File: src/rtl/pmc_pkg.sv
package pmc_pkg;
  localparam int CMD_W = 8;

  typedef enum logic [1:0] {
    PM_WAIT    = 2'd0,
    PM_RUN     = 2'd1,
    PM_SLEEP   = 2'd2,
    PM_PWRDOWN = 2'd3
  } pm_state_e;

  localparam logic [CMD_W-1:0] CMD_HALT      = 8'h00;
  localparam logic [CMD_W-1:0] CMD_PLAY      = 8'h01;
  localparam logic [CMD_W-1:0] CMD_VOX_FIRST = 8'h04;
  localparam logic [CMD_W-1:0] CMD_VOX_LAST  = 8'h09;
  localparam logic [CMD_W-1:0] CMD_NAP       = 8'h0F;

  function automatic logic is_start_cmd(logic [CMD_W-1:0] c);
    return (c == CMD_PLAY) || ((c >= CMD_VOX_FIRST) && (c <= CMD_VOX_LAST));
  endfunction

  function automatic logic is_mode_cmd(logic [CMD_W-1:0] c);
    return is_start_cmd(c) || (c == CMD_HALT) || (c == CMD_NAP);
  endfunction
endpackage

File: src/rtl/pmc_settle_timer.sv
module pmc_settle_timer #(
  parameter int CLK_PER_US = 17,
  parameter int SETTLE_US  = 150
) (
  input  logic clk_i,
  input  logic rst_ni,
  input  logic start_i,
  output logic busy_o,
  output logic done_o
);
  localparam int PW = (CLK_PER_US > 1) ? $clog2(CLK_PER_US) : 1;
  localparam int UW = $clog2(SETTLE_US + 1);
  localparam logic [PW-1:0] PRE_LAST = PW'(CLK_PER_US - 1);
  localparam logic [UW-1:0] US_LOAD  = UW'(SETTLE_US);

  logic [PW-1:0] pre_q;
  logic [UW-1:0] us_q;
  logic          busy_q;
  logic          tick;

  assign tick   = busy_q && (pre_q == PRE_LAST);
  assign busy_o = busy_q;
  assign done_o = tick && (us_q == UW'(1));

  always_ff @(posedge clk_i or negedge rst_ni) begin
    if (!rst_ni) begin
      busy_q <= 1'b0;
      pre_q  <= '0;
      us_q   <= '0;
    end else if (start_i) begin
      busy_q <= 1'b1;
      pre_q  <= '0;
      us_q   <= US_LOAD;
    end else if (busy_q) begin
      if (tick) begin
        pre_q <= '0;
        us_q  <= us_q - UW'(1);
        if (us_q == UW'(1)) busy_q <= 1'b0;
      end else begin
        pre_q <= pre_q + PW'(1);
      end
    end
  end
endmodule

File: src/rtl/pmc_fsm.sv
module pmc_fsm
  import pmc_pkg::*;
(
  input  logic             clk_i,
  input  logic             rst_ni,
  input  logic [CMD_W-1:0] cmd_i,
  input  logic             cmd_valid_i,
  input  logic             wakeup_i,
  input  logic             pwrdn_i,
  input  logic             settle_busy_i,
  input  logic             settle_done_i,
  output pm_state_e        state_o,
  output logic             settle_start_o,
  output logic             err_o
);
  pm_state_e state_q, state_n;
  logic      pend_q, pend_n;
  logic      err_q, err_set;
  logic      start_v, mode_v, settling;

  assign start_v  = cmd_valid_i && is_start_cmd(cmd_i);
  assign mode_v   = cmd_valid_i && is_mode_cmd(cmd_i);
  assign settling = settle_busy_i && !settle_done_i;

  always_comb begin
    state_n        = state_q;
    pend_n         = pend_q;
    err_set        = 1'b0;
    settle_start_o = 1'b0;
    unique case (state_q)
      PM_WAIT: begin
        if (start_v) state_n = PM_RUN;
        else if (cmd_valid_i && cmd_i == CMD_NAP) state_n = PM_SLEEP;
        if (pwrdn_i) err_set = 1'b1;
      end
      PM_RUN: begin
        if (cmd_valid_i && cmd_i == CMD_HALT) state_n = PM_WAIT;
        else if (start_v || (cmd_valid_i && cmd_i == CMD_NAP)) err_set = 1'b1;
        if (pwrdn_i) err_set = 1'b1;
      end
      PM_SLEEP: begin
        if (mode_v) err_set = 1'b1;
        if (pwrdn_i) begin
          state_n = PM_PWRDOWN;
          pend_n  = 1'b0;
        end else if (settling) begin
          if (wakeup_i) pend_n = 1'b1;
        end else if (wakeup_i || pend_q) begin
          state_n = PM_WAIT;
          pend_n  = 1'b0;
        end
      end
      PM_PWRDOWN: begin
        if (mode_v) err_set = 1'b1;
        if (!pwrdn_i) begin
          state_n        = PM_SLEEP;
          settle_start_o = 1'b1;
        end
      end
      default: state_n = PM_WAIT;
    endcase
  end

  always_ff @(posedge clk_i or negedge rst_ni) begin
    if (!rst_ni) begin
      state_q <= PM_WAIT;
      pend_q  <= 1'b0;
      err_q   <= 1'b0;
    end else begin
      state_q <= state_n;
      pend_q  <= pend_n;
      err_q   <= err_q | err_set;
    end
  end

  assign state_o = state_q;
  assign err_o   = err_q;
endmodule

File: src/rtl/pmc_gate_map.sv
module pmc_gate_map
  import pmc_pkg::*;
(
  input  pm_state_e state_i,
  output logic      core_clk_en_o,
  output logic      per_clk_en_o,
  output logic      ana_en_o,
  output logic      pll_en_o
);
  logic [3:0] en;

  always_comb begin
    unique case (state_i)
      PM_RUN:     en = 4'b1111;
      PM_WAIT:    en = 4'b0111;
      PM_SLEEP:   en = 4'b0001;
      PM_PWRDOWN: en = 4'b0000;
      default:    en = 4'b0000;
    endcase
  end

  assign {core_clk_en_o, per_clk_en_o, ana_en_o, pll_en_o} = en;
endmodule

File: src/rtl/pwr_mode_ctrl.sv
module pwr_mode_ctrl
  import pmc_pkg::*;
#(
  parameter int CLK_PER_US = 17,
  parameter int SETTLE_US  = 150
) (
  input  logic             clk_i,
  input  logic             rst_ni,
  input  logic [CMD_W-1:0] cmd_i,
  input  logic             cmd_valid_i,
  input  logic             wakeup_i,
  input  logic             pwrdn_i,
  output logic             core_clk_en_o,
  output logic             per_clk_en_o,
  output logic             ana_en_o,
  output logic             pll_en_o,
  output logic [1:0]       state_o,
  output logic             err_o
);
  pm_state_e state;
  logic      settle_start, settle_busy, settle_done;

  pmc_settle_timer #(
    .CLK_PER_US(CLK_PER_US),
    .SETTLE_US (SETTLE_US)
  ) u_timer (
    .clk_i  (clk_i),
    .rst_ni (rst_ni),
    .start_i(settle_start),
    .busy_o (settle_busy),
    .done_o (settle_done)
  );

  pmc_fsm u_fsm (
    .clk_i         (clk_i),
    .rst_ni        (rst_ni),
    .cmd_i         (cmd_i),
    .cmd_valid_i   (cmd_valid_i),
    .wakeup_i      (wakeup_i),
    .pwrdn_i       (pwrdn_i),
    .settle_busy_i (settle_busy),
    .settle_done_i (settle_done),
    .state_o       (state),
    .settle_start_o(settle_start),
    .err_o         (err_o)
  );

  pmc_gate_map u_map (
    .state_i      (state),
    .core_clk_en_o(core_clk_en_o),
    .per_clk_en_o (per_clk_en_o),
    .ana_en_o     (ana_en_o),
    .pll_en_o     (pll_en_o)
  );

  assign state_o = state;
endmodule

File: config.mk
export PLATFORM = sky130hd
export DESIGN_NAME = pwr_mode_ctrl
export DESIGN_NICKNAME = d
export VERILOG_FILES = /design/src/rtl/pmc_pkg.sv /design/src/rtl/pmc_settle_timer.sv /design/src/rtl/pmc_fsm.sv /design/src/rtl/pmc_gate_map.sv /design/src/rtl/pwr_mode_ctrl.sv
export SDC_FILE = /design/constraint.sdc
export NUM_CORES = 1
export LEC_CHECK = 0
export ABC_CLOCK_PERIOD_IN_PS = 1890
export BUFFER_PORTS_ARGS = -buffer_cell sky130_fd_sc_hd__buf_2
export CAP_MARGIN = 15
export CORE_ASPECT_RATIO = 0.9
export CORE_MARGIN = 3
export CORE_UTILIZATION = 51
export CTS_BUF_LIST = sky130_fd_sc_hd__clkbuf_4 sky130_fd_sc_hd__clkbuf_8
export CTS_CLUSTER_DIAMETER = 30
export CTS_CLUSTER_SIZE = 20
export DETAILED_ROUTE_END_ITERATION = 7
export PLACE_DENSITY = 0.81
export SKIP_CTS_REPAIR_TIMING = 1
export SKIP_LAST_GASP = 1
export SYNTH_ARGS = -nofsm -noshare
export SYNTH_HDL_FRONTEND = slang
export SYNTH_HIERARCHICAL = 1
export SYNTH_SLANG_ARGS = --single-unit
File: constraint.sdc
create_clock -name clk_i -period 1.89 [get_ports clk_i]
set_input_delay 0.189 -clock clk_i [delete_from_list [all_inputs] [get_ports clk_i]]
set_output_delay 0.189 -clock clk_i [all_outputs]
set_load 0.03 [all_outputs]
==> impl_metrics.py, run 1 <==
metrics = {
    "clock_network": {
        "worst_skew_pair.late_latency_ns": 0.30,
        "h_tree_levels": 1,
        "clk_path_buf_depth": 2,
        "tritoncts_clock_tree": "built",
        "tritoncts_num_sinks": 18,
        "numCtsBuffers": 3,
        "cts.reportedPaths.clkPinSlew_ns": 0.10,
        "cts_root_buf": "sky130_fd_sc_hd__clkbuf_4",
    },
    "grt": {
        "grt_max_degree": 19,
        "grt_pass1_vias": 932,
        "grt_first_pass_wirelength_um": 4260,
        "globalRouteTotalUtil_pct": 19.4,
        "grt.overflow.total": 0,
        "antenna_violations_before_repair": 0,
    },
    "synthesis": {
        "yosysTopAreaCell": "sky130_fd_sc_hd__dfrtp_1",
        "synth.yosys.seq_area_share_pct": 39.5,
        "synth.yosys.warnings": 6,
        "ys_ff_latch": 18,
        "synth_top_area_share_pct": 39.5,
        "synth_area_leaders": "sky130_fd_sc_hd__dfrtp_1 (40%), sky130_fd_sc_hd__ha_1 (4.4%), sky130_fd_sc_hd__nor2_1 (3.6%)",
        "synth-async-reset-ratio_pct": 100,
        "synth_edf_count": 0,
        "synth_nets": 138,
        "syn_avg_cell_area_sq_um": 9.42,
        "ys.flop_type": "sky130_fd_sc_hd__dfrtp_1",
        "netlist_area_sq_um": 1140,
        "synthCells": 121,
        "distinct_cells_synth": 45,
    },
    "final_layout": {
        "post_layout_nonfiller_instances": 170,
        "syn_to_final_growth_pct": 16.9,
        "multiInputGateArea_sq_um": 652,
        "fillCellCount": 164,
        "drive_gt1_share_pct": 26.9,
        "antennaDiodeCount": 0,
        "ff_latch_area_sq_um": 450,
        "finish.net_count": 164,
    },
    "sta": {
        "maxClockFrequency_ghz": 0.537,
        "unrepaired_setup_endpoints_after_global_routing": "yes",
        "setup_viol_count_final": 0,
        "post-route-min-period_ns": 1.86,
        "max-slew-margin-rel_pct": 70.6,
        "setup-tns-final_ns": 0,
        "fin_worst_skew_ns": 0.00662,
        "drv_slew": 0,
        "final_min_period_over_clock_period_pct": 98.6,
        "worst-slew-pin-transition_ns": 0.437,
        "number_of_hold_violations_in_the_final_report": 0,
    },
    "critical_path": {
        "critical_path_capture_point_type": "register",
        "critical_path_arrival_ns": 2.06,
        "crit_path_required_time_ns": 2.08,
        "largest_driver_fanout_on_the_critical_path": 3,
        "worst_setup_path_start_kind": "register",
        "timing_worst_setup_path_type": "reg2reg",
    },
    "floorplanning": {
        "io_pins": 20,
        "floorplan.rows": 15,
        "design.core.area_sq_um": 2010,
        "effective_utilization_at_floorplan_pct": 56.8,
        "fp.dieArea_sq_um": 2840,
        "die-width_um": 55.8,
        "floorplan.die.height_um": 50.9,
    },
    "route": {
        "routed_met1_length_um": 1160,
        "highest-signal-layer": "met4",
        "dr_wl_met3_um": 122,
        "ant_nets": 0,
        "post-route-drc-count": 0,
        "dr.pass1.iters": 4,
        "detail_route.wirelength_um": 2450,
        "route.detailed.vias_per_inst": 5.74,
        "wire_per_inst_um": 14.4,
        "dr_wl_met2_um": 1150,
        "drt_first_iter_violations": 43,
        "detailroute.via_count": 975,
    },
    "placement": {
        "dp.final_hpwl_um": 1830,
        "gp_routability_congestion": 0.789,
        "port_buffer_cells": 19,
        "dp_cells": 166,
    },
    "power_and_ir_drop": {
        "leakage_nw": 0.585,
        "power.ir.vdd_worst_v": 0.000658,
        "power.density_cell_area_nw_per_um2": 980,
    },
    "min_path": {
        "holdCritPathClass": "in2reg",
    },
    "outcome": {
        "run_status": "finished clean",
    },
    "run": {
        "max_cap_viol_count": 0,
    },
}
-- stage by stage --
stage	util [%]	setup WS, ns	instance area, sq um	power [W]	hold slack, ns
after global routing	66.4	-0.0546	1330	0.00141	0.186
after detailed placement	63.9	0.0659	1280	0.00111	0.146
after floorplan	-	0.128	1140	0.000941	-0.107
final	66.4	0.0269	1330	0.00131	0.181
after global placement	63.9	0.103	1280	0.00107	0.133
after CTS	65.0	0.0451	1310	0.00130	-0.188
-- path summary, 6_finish.rpt --
check	from	end	slack, ns	cells past startpoint
max	u_timer/us_q[5]	u_fsm/pend_q	0.03	6
min	pwrdn_i	u_fsm/state_o[0]	0.18	3
max reg2reg	u_timer/us_q[5]	u_fsm/pend_q	0.03	6
min reg2reg	u_fsm/pend_q	u_fsm/pend_q	0.57	2
max in group asynchronous	rst_ni	u_timer/pre_q[1]	1.24	2
min in group asynchronous	rst_ni	u_timer/us_q[6]	0.35	2
-- layout make-up --
type,count,share of cell area [%]
clock buffers,3,1.69
repair buffers,25,10.7
well taps,25,2.35
inverters,9,2.54
multi-input cells,90,48.9
flip-flops and latches,18,33.8
-- flip-flops by register name, summed over array words and instances, names as in the netlist --
name,count
u_timer/busy_o,1
u_timer/pre_q,5
u_fsm/state_o,2
u_timer/us_q,8
u_fsm/pend_q,1
u_fsm/err_o,1
-- cells in the mapped netlist, drive strengths merged (3+ instances only) --
master and count:
nand2 7, nor2 12, or3 3, nor3 6, dfrtp 18, o21ai 5, ha 4, inv 8
a31oi 3, nand2b 3, nor2b 5, nor4 5, a21oi 7
-- cell families (layout without fill, tap and decap cells) --
| kind of cell | Yosys count | count (layout) | synth area share (%) |
|---|---|---|---|
| buf+inv | 13 | 37 | 4.72 |
| simple gates | 56 | 56 | 31.9 |
| xor+xnor | 3 | 3 | 2.31 |
| compound gates | 23 | 23 | 13.4 |
| mux | 4 | 4 | 3.73 |
| fa+ha+maj | 4 | 4 | 4.39 |
| flops | 18 | 18 | 39.5 |
-- layout by cell type (no fill, tap or decap), types with 2 or more instances in the layout --
master	n
sky130_fd_sc_hd__buf_4	5
sky130_fd_sc_hd__or2_1	2
sky130_fd_sc_hd__mux2i_1	2
sky130_fd_sc_hd__o211ai_1	2
sky130_fd_sc_hd__inv_1	8
sky130_fd_sc_hd__or3_1	2
sky130_fd_sc_hd__nand4_1	2
sky130_fd_sc_hd__nand2_1	7
sky130_fd_sc_hd__clkbuf_4	3
sky130_fd_sc_hd__xor2_1	2
sky130_fd_sc_hd__nor3_1	6
sky130_fd_sc_hd__dfrtp_1	18
sky130_fd_sc_hd__buf_2	19
sky130_fd_sc_hd__o21ai_0	4
sky130_fd_sc_hd__mux2_1	2
sky130_fd_sc_hd__ha_1	4
sky130_fd_sc_hd__a31oi_1	3
sky130_fd_sc_hd__nor2b_1	5
sky130_fd_sc_hd__nor2_1	11
sky130_fd_sc_hd__nand2b_1	2
sky130_fd_sc_hd__nor4_1	3
sky130_fd_sc_hd__a21oi_1	7
-- metal layers --
layer / up-vias / track usage, %
li1: 489 / -
met1: 460 / 25.1
met2: 22 / 30.5
met3: 4 / 5.81
met4: 0 / 7.91
met5: - / 0
-- power breakdown --
| part | leakage (nW) | internal [W] | switching (W) |
|---|---|---|---|
| Clock | 0.0138 | 0.0000744 | 0.000114 |
| Sequential | 0.214 | 0.000489 | 0.000135 |
| Combinational | 0.356 | 0.000216 | 0.000276 |
-- critical path, cell delays in order, from the launching register on --
cell and delay (ns):
sky130_fd_sc_hd__dfrtp_1 0.40, sky130_fd_sc_hd__or3_4 0.40, sky130_fd_sc_hd__or4b_4 0.51, sky130_fd_sc_hd__nor4_4 0.13, sky130_fd_sc_hd__nand2b_4 0.16, sky130_fd_sc_hd__or2_1 0.09
sky130_fd_sc_hd__a21oi_1 0.06
Note: power is estimated with default switching activity, not from simulation.
==> run 2: changes to the inputs <==
ABC_CLOCK_PERIOD_IN_PS = 2000   (was 1890)
CORE_UTILIZATION = 57   (was 51)
PLACE_DENSITY = 0.85   (was 0.81)
clock period = 2 ns   (was 1.89 ns; I/O delays follow)
==> run 2 against run 1 <==
Compared with the run above:
- register-to-register slack better by 0.10 ns
- worst hold slack better by 0.0067 ns
- sequential power down 5.8%
- largest power group unchanged
==> impl_metrics.py, run 2 (synthesized netlist as in run 1, its figures left out) <==
metrics = {
    "outcome": {
        "run_status": "finished clean",
    },
    "clock_network": {
        "numCtsBuffers": 3,
        "tritoncts_clock_tree": "built",
        "worst_skew_pair.late_latency_ns": 0.29,
        "cts.reportedPaths.clkPinSlew_ns": 0.10,
        "tritoncts_num_sinks": 18,
        "cts_root_buf": "sky130_fd_sc_hd__clkbuf_4",
        "clk_path_buf_depth": 2,
        "h_tree_levels": 1,
    },
    "floorplanning": {
        "die-width_um": 53.1,
        "effective_utilization_at_floorplan_pct": 64.4,
        "floorplan.rows": 14,
        "design.core.area_sq_um": 1770,
        "floorplan.die.height_um": 48.4,
        "fp.dieArea_sq_um": 2570,
        "io_pins": 20,
    },
    "route": {
        "detail_route.wirelength_um": 2300,
        "drt_first_iter_violations": 17,
        "route.detailed.vias_per_inst": 5.77,
        "detailroute.via_count": 964,
        "post-route-drc-count": 0,
        "wire_per_inst_um": 13.8,
        "ant_nets": 0,
        "dr.pass1.iters": 4,
    },
    "sta": {
        "setup-tns-final_ns": 0,
        "max-slew-margin-rel_pct": 72.4,
        "setup_viol_count_final": 0,
        "number_of_hold_violations_in_the_final_report": 0,
        "post-route-min-period_ns": 1.87,
        "worst-slew-pin-transition_ns": 0.410,
        "final.setup.worst_slack_ns": 0.129,
        "drv_slew": 0,
        "fin_worst_skew_ns": 0.00160,
        "final_min_period_over_clock_period_pct": 93.5,
        "maxClockFrequency_ghz": 0.535,
        "unrepaired_setup_endpoints_after_global_routing": "no",
    },
    "placement": {
        "place_worst_setup_slack_ns": 0.140,
        "dp.final_hpwl_um": 1780,
        "port_buffer_cells": 19,
        "dpl_cell_area_sq_um": 1270,
        "gp_routability_congestion": 0.796,
    },
    "critical_path": {
        "worst_setup_path_start_kind": "register",
        "critical_path_arrival_ns": 2.05,
        "crit_path_required_time_ns": 2.18,
        "ff2ff_setup_slack_ns": 0.13,
        "critical_path_capture_point_type": "register",
        "timing_worst_setup_path_type": "reg2reg",
        "largest_driver_fanout_on_the_critical_path": 4,
    },
    "run": {
        "max_cap_viol_count": 0,
    },
    "final_layout": {
        "multiInputGateArea_sq_um": 636,
        "largest_register": "u_timer/us_q",
        "number_of_flip_flops_in_the_largest_register": 8,
        "syn_to_final_growth_pct": 14.1,
        "post-route-cell-area_sq_um": 1300,
        "layout.cells.most_common_list": "sky130_fd_sc_hd__buf_2 (19), sky130_fd_sc_hd__dfrtp_1 (18), sky130_fd_sc_hd__nor2_1 (11)",
        "finish.net_count": 162,
        "antennaDiodeCount": 0,
        "drive_gt1_share_pct": 25.2,
        "ff_latch_area_sq_um": 450,
        "leading_cell_type_in_the_layout_fill_and_taps_excluded": "sky130_fd_sc_hd__buf_2",
        "fillCellCount": 134,
    },
    "power_and_ir_drop": {
        "leakage_nw": 0.566,
        "power.ir.vdd_worst_v": 0.000741,
        "total_power_w": 0.00120,
        "power.density_cell_area_nw_per_um2": 920,
    },
    "grt": {
        "globalRouteTotalUtil_pct": 20.5,
        "grt.overflow.total": 0,
        "grt_first_pass_wirelength_um": 4080,
        "antenna_violations_before_repair": 0,
        "grt_max_degree": 19,
        "grt_pass1_vias": 949,
    },
    "min_path": {
        "holdCritPathClass": "in2reg",
    },
}
[run 2: per-stage QoR]
stage / util [%] / hold WS [ns] / cells
2_1_floorplan: - / -0.0956 / 121
3_3_place_gp: 71.6 / 0.153 / 163
3_5_place_dp: 71.6 / 0.151 / 163
4_1_cts: 72.9 / -0.178 / 166
5_1_grt: 73.5 / 0.181 / 167
6_report: 73.5 / 0.187 / 167
[run 2: metal layers]
layer	routed length, um	part of all wire, %	global-route usage, %
met4	0	0	2.55
met3	111	4.8	6.44
met1	1020	44	25.7
met5	0	0	0
met2	1170	51	34.9
[run 2: worst paths after layout]
kind | from | to | cells after the start
min reg2reg | u_fsm/pend_q | u_fsm/pend_q | 2
max reg2reg | u_timer/us_q[4] | u_fsm/pend_q | 6
max | u_timer/us_q[4] | u_fsm/pend_q | 6
min in group asynchronous | rst_ni | u_timer/us_q[5] | 2
max in group asynchronous | rst_ni | u_timer/us_q[2] | 2
min | pwrdn_i | u_fsm/state_o[0] | 3
[run 2: worst max-delay path, stage by stage, from the launching register on]
cell and delay (ns):
sky130_fd_sc_hd__dfrtp_1 0.42, sky130_fd_sc_hd__or3_4 0.39, sky130_fd_sc_hd__or4b_4 0.50, sky130_fd_sc_hd__nor4_2 0.14, sky130_fd_sc_hd__nand2b_1 0.15, sky130_fd_sc_hd__or2_1 0.11, sky130_fd_sc_hd__a21oi_1 0.06
[run 2: power by group]
| part | leakage, nW | switching, W | total (W) | internal (W) |
|---|---|---|---|---|
| Combinational | 0.338 | 0.000242 | 0.000431 | 0.000189 |
| Sequential | 0.214 | 0.000126 | 0.000588 | 0.000462 |
| Clock | 0.0138 | 0.000106 | 0.000177 | 0.0000701 |
| Total | 0.566 | 0.000474 | 0.00120 | 0.000722 |
[run 2: cell type report]
| cell class | count | share of cell area, % |
|---|---|---|
| Clock buffer | 3 | 1.73 |
| Multi-Input combinational cell | 90 | 48.9 |
| Sequential cell | 18 | 34.6 |
| Inverter | 9 | 2.60 |
| Tap cell | 24 | 2.31 |
| Timing Repair Buffer | 23 | 9.82 |
